<file path="src/rtl/prio_enc_pkg.sv">
// Package prio_enc_pkg
// Shared defaults for the cascaded priority encoder.
// Assumes the slice width and the slice count are powers of two, with at least two slices.
package prio_enc_pkg;
    localparam int DEF_SLICE_W = 8;
    localparam int DEF_SLICES  = 4;
endpackage

</file>
<file path="src/rtl/prio_enc_unit.sv">
// Module prio_enc_unit
// One priority-encoder slice with active-low requests, codes and handshakes.
// When enabled, it outputs the complemented index of the highest low request line.
// hit_n goes low when something was found. pass_n goes low when nothing was found,
// which enables the next lower slice. When disabled, every output is high.
// Assumes REQ_W is a power of two of at least 2. Purely combinational.
module prio_enc_unit #(
    parameter  int REQ_W  = prio_enc_pkg::DEF_SLICE_W,
    localparam int CODE_W = $clog2(REQ_W)
) (
    input  logic              en_n,
    input  logic [REQ_W-1:0]  req_n,
    output logic [CODE_W-1:0] code_n,
    output logic              hit_n,
    output logic              pass_n
);
    logic              any_req;
    logic [CODE_W-1:0] top_pos;

    // Find the highest asserted line; later (higher) lines overwrite earlier ones.
    always_comb begin
        any_req = ~&req_n;
        top_pos = '0;
        for (int i = 0; i < REQ_W; i++) begin
            if (!req_n[i]) top_pos = CODE_W'(i);
        end
    end

    // Form the active-low outputs from the enable and the search result.
    always_comb begin
        code_n = (!en_n && any_req) ? ~top_pos : '1;
        hit_n  = !(!en_n && any_req);
        pass_n = !(!en_n && !any_req);
    end
endmodule

</file>
<file path="src/rtl/grp_index_enc.sv">
// Module grp_index_enc
// Converts the active-low hit flags of the chained slices into the upper index bits.
// Assumes at most one flag is low at a time, which the enable chain guarantees.
// Gives zero when no flag is low.
module grp_index_enc #(
    parameter  int SLICES = prio_enc_pkg::DEF_SLICES,
    localparam int HI_W   = $clog2(SLICES)
) (
    input  logic [SLICES-1:0] hit_n,
    output logic [HI_W-1:0]   hi_bits
);
    // OR together the numbers of the slices that report a hit.
    always_comb begin
        hi_bits = '0;
        for (int k = 0; k < SLICES; k++) begin
            if (!hit_n[k]) hi_bits = hi_bits | HI_W'(k);
        end
    end
endmodule

</file>
<file path="src/rtl/code_merge.sv">
// Module code_merge
// Merges the slices' active-low codes with an AND and returns the active-high low index bits.
// Assumes every slice that does not report a hit drives all ones.
module code_merge #(
    parameter int SLICES = prio_enc_pkg::DEF_SLICES,
    parameter int CODE_W = 3
) (
    input  logic [SLICES*CODE_W-1:0] codes_n,
    output logic [CODE_W-1:0]        lo_bits
);
    logic [CODE_W-1:0] acc_n;

    // AND the codes together; idle slices contribute ones and drop out.
    always_comb begin
        acc_n = '1;
        for (int k = 0; k < SLICES; k++) begin
            acc_n = acc_n & codes_n[k*CODE_W +: CODE_W];
        end
        lo_bits = ~acc_n;
    end
endmodule

</file>
<file path="src/rtl/prio_enc_cascade.sv">
// Module prio_enc_cascade
// A wide priority encoder built from SLICES chained slices of SLICE_W lines each.
// Slice SLICES-1 holds the top lines and is always enabled. Each slice's pass-on
// output enables the slice below it. Reports a binary index and an active-high valid.
// Assumes power-of-two SLICE_W and SLICES, with SLICES >= 2. Purely combinational.
module prio_enc_cascade #(
    parameter  int SLICE_W = prio_enc_pkg::DEF_SLICE_W,
    parameter  int SLICES  = prio_enc_pkg::DEF_SLICES,
    localparam int REQ_W   = SLICE_W * SLICES,
    localparam int LO_W    = $clog2(SLICE_W),
    localparam int HI_W    = $clog2(SLICES),
    localparam int IDX_W   = LO_W + HI_W
) (
    input  logic [REQ_W-1:0] req_n,
    output logic [IDX_W-1:0] index,
    output logic             valid
);
    logic [SLICES:0]        en_chain_n;
    logic [SLICES-1:0]      hit_n;
    logic [SLICES*LO_W-1:0] codes_n;
    logic [HI_W-1:0]        hi_bits;
    logic [LO_W-1:0]        lo_bits;

    // The top slice is always enabled.
    assign en_chain_n[SLICES] = 1'b0;

    genvar k;
    generate
        for (k = 0; k < SLICES; k++) begin : g_slice
            prio_enc_unit #(.REQ_W(SLICE_W)) u_slice (
                .en_n   (en_chain_n[k+1]),
                .req_n  (req_n[k*SLICE_W +: SLICE_W]),
                .code_n (codes_n[k*LO_W +: LO_W]),
                .hit_n  (hit_n[k]),
                .pass_n (en_chain_n[k])
            );
        end
    endgenerate

    grp_index_enc #(.SLICES(SLICES)) u_grp (
        .hit_n   (hit_n),
        .hi_bits (hi_bits)
    );

    code_merge #(.SLICES(SLICES), .CODE_W(LO_W)) u_merge (
        .codes_n (codes_n),
        .lo_bits (lo_bits)
    );

    // Join the index halves. The enable reaches past the bottom slice only when nothing is asserted.
    always_comb begin
        index = {hi_bits, lo_bits};
        valid = en_chain_n[0];
    end
endmodule

</file>
<file path="config.mk">
export PLATFORM = sky130hd
export DESIGN_NAME = prio_enc_cascade
export DESIGN_NICKNAME = d
export VERILOG_FILES = /design/src/rtl/prio_enc_pkg.sv /design/src/rtl/prio_enc_unit.sv /design/src/rtl/grp_index_enc.sv /design/src/rtl/code_merge.sv /design/src/rtl/prio_enc_cascade.sv
export SDC_FILE = /design/constraint.sdc
export NUM_CORES = 1
export LEC_CHECK = 0
export ABC_AREA = 1
export BUFFER_PORTS_ARGS = -buffer_cell sky130_fd_sc_hd__buf_4
export CORE_AREA = 10 10 47 49
export DETAILED_ROUTE_END_ITERATION = 7
export DIE_AREA = 0 0 57 59
export PLACE_DENSITY = 0.72
export SKIP_LAST_GASP = 1
export SYNTH_ARGS = -nofsm -noshare
export SYNTH_HDL_FRONTEND = slang
export SYNTH_SLANG_ARGS = --single-unit
</file>
<file path="constraint.sdc">
create_clock -name vclk -period 1.3
set_clock_uncertainty 0.05 [all_clocks]
set_input_delay 0.325 -clock vclk [all_inputs]
set_output_delay 0.325 -clock vclk [all_outputs]
set_load 0.05 [all_outputs]
</file>
==> summary.md <==
| Metric | Value |
|---|---|
| Filler cell count | 66 |
| Final Max Slew Viols | 0 |
| Synthesized area | 434 um2 |
| Number of max-cap violations | 0 |
| Netlist cell types | 19 |
| Core box area | 1400 um2 |
| Largest fanout on the critical path | 3 |
| Worst Setup Start Kind | input pin |
| Status | finished, violations left |
| Worst Slack Setup Final | -444 ps |
| Die H | 59 um |
| Fin crit period | 1740 ps |
| Port buffer count | 38 |
| Worst setup path start | req_n[4] |
| Tcrit/Tclk final | 134% |
| Register area share after synthesis | 0% |
| Diode count | 0 |
| Worst setup EP type | output pin |
| Final setup fails | 6 |
| Seq cells | 0 |
| Num ports | 38 |
| First-pass GRT wire length | 3.42 mm |
| Wire per inst | 16.9 um |
| Storage element area | 0 um2 |
| Post-DRT Antenna Nets | 0 |
| Cell area power density | 256 nW/um2 |
| Max VDD drop | 0.182 mV |
| Max frequency | 0.573 GHz |
| Via density | 5.14 |
| Initial DRC Count | 17 |
| Gr ovfl total | 0 |
| Gr usage total | 11.6% |
| Placed cell areas | 992 um2 |
| Die width | 57 um |
| Hold slack | 1070 ps |
| Area growth syn-to-layout | 184% |
| Failing checks | negative setup slack |
| Worst Tran Pin Value | 241 ps |
| Pre-Repair DR Iteration Count | 4 |
| Slew Limit Headroom | 83.7% |
| Worst Path Required | 930 ps |
| Placed Cells | 161 |
| Final Hold Viols | 0 |
| Post-route insts no fill | 169 |
| RePlAce Congestion | 0.750 |
| Post-Route WL | 2.85 mm |
| Kind of critical path | in2out |
| Hold_buf cts | 0 |
| Largest net degree at the start of global routing | 5 |
| Yosys Warn Count | 0 |
| Number of global-route vias before repair | 828 |
| Multi-input logic area | 548 um2 |
| DP HPWL | 1.70 mm |
| # DRC | 0 |
| Hold Path Class | in2out |
| Avg Inst Size Synth | 4.99 um2 |
| RSZ-0062 raised after global routing | true |
| Final net count | 187 |
| Share of cells above drive strength 1 | 68.0% |
| Core Rows | 14 |
| Synthesized instance count | 87 |
| Initial Util | 31.0% |
| Arrival time worst endpoint | 1370 ps |
| LEAKAGE | 0.619 nW |
| CLK BUF | 0 |
| Post-route cell area | 1230 um2 |
| Hold path startpoint | req_n[0] |
| Vias | 868 |
| Die area | 3360 um2 |
| Initial antenna violation count | 0 |
| Mapped Nets | 119 |
-- layer usage --
layer	routed length, um	GRT usage, %
met1	919	11.3
met2	1590	25.3
met3	210	2.15
met4	133	0
met5	0	0
-- synth_stat cells --
cell type,number,share of area [%]
nand3b_1,1,1.7
a21boi_0,1,1.7
nor2_2,4,5.8
nand4_2,1,2.9
nand2_2,3,4.3
a31oi_1,1,1.4
a21oi_1,2,2.3
o21ai_1,1,1.2
nor2_1,5,4.3
nand3_1,5,5.8
o21ai_0,5,5.8
nand2_4,2,5.2
nor2_4,4,10
nand2_1,36,31
a31o_2,1,2.0
nor3_1,2,2.3
inv_1,9,7.8
inv_2,2,1.7
clkinv_2,2,2.3
-- final timing paths --
check,to,slack (ps),cells after the start
max,index[0],-440,9
min,valid,1070,5
-- layout make-up --
type                       instances  share of cell area (%)
multi-input combinational         74                    44.4
tap                               16                    1.62
timing repair buffer              66                    49.2
inverter                          13                    4.76
-- logic make-up (layout without fill, tap and decap cells) --
family	count (synthesis)	after routing	synth area share [%]
and+or+nand+nor	63	63	73.8
buffers and inverters	13	79	11.8
AOI/OAI and AO/OA	11	11	14.4
-- critical path, stage by stage --
cell and delay [ps]:
buf_4 100, nand2_1 80, nor2_1 160, nand2_1 120, nand3_1 140, nor2_2 50
nor2_2 180, nand2_4 70, buf_8 150
-- cell usage in the layout (no fill, tap or decap), drive strengths merged --
cell type and n:
nand3b 1, a21boi 1, a31oi 1, nand4 1
a31o 1, nand2 41, a21oi 2, buf 66
nor2 13, inv 11, nand3 5, clkinv 2
nor3 2, o21ai 6
-- where the power goes --
part	switching, mW	internal [mW]
clock network	0	0
registers	0	0
logic	0.143	0.173
total	0.143	0.173
-- metrics by stage --
step | TNS (ps) | power [mW] | worst slack (ps) | utilization [%]
floorplan | -1160 | 0.0883 | -374 | -
global placement | -1970 | 0.232 | -445 | 70.8
detailed placement | -2090 | 0.238 | -453 | 70.8
CTS | -1700 | 0.265 | -357 | 78.4
global route | -2280 | 0.333 | -506 | 88.1
finish | -2020 | 0.316 | -444 | 88.1
-- timing repair --
| action | 4_1_cts | 5_1_grt |
|---|---|---|
| endpoints found under the setup margin | 6 | 6 |
| resized for setup | 23 | 24 |
| buffers inserted | 4 | 6 |
| pin swaps | 12 | 21 |
Note: power is estimated with default switching activity, not from simulation.
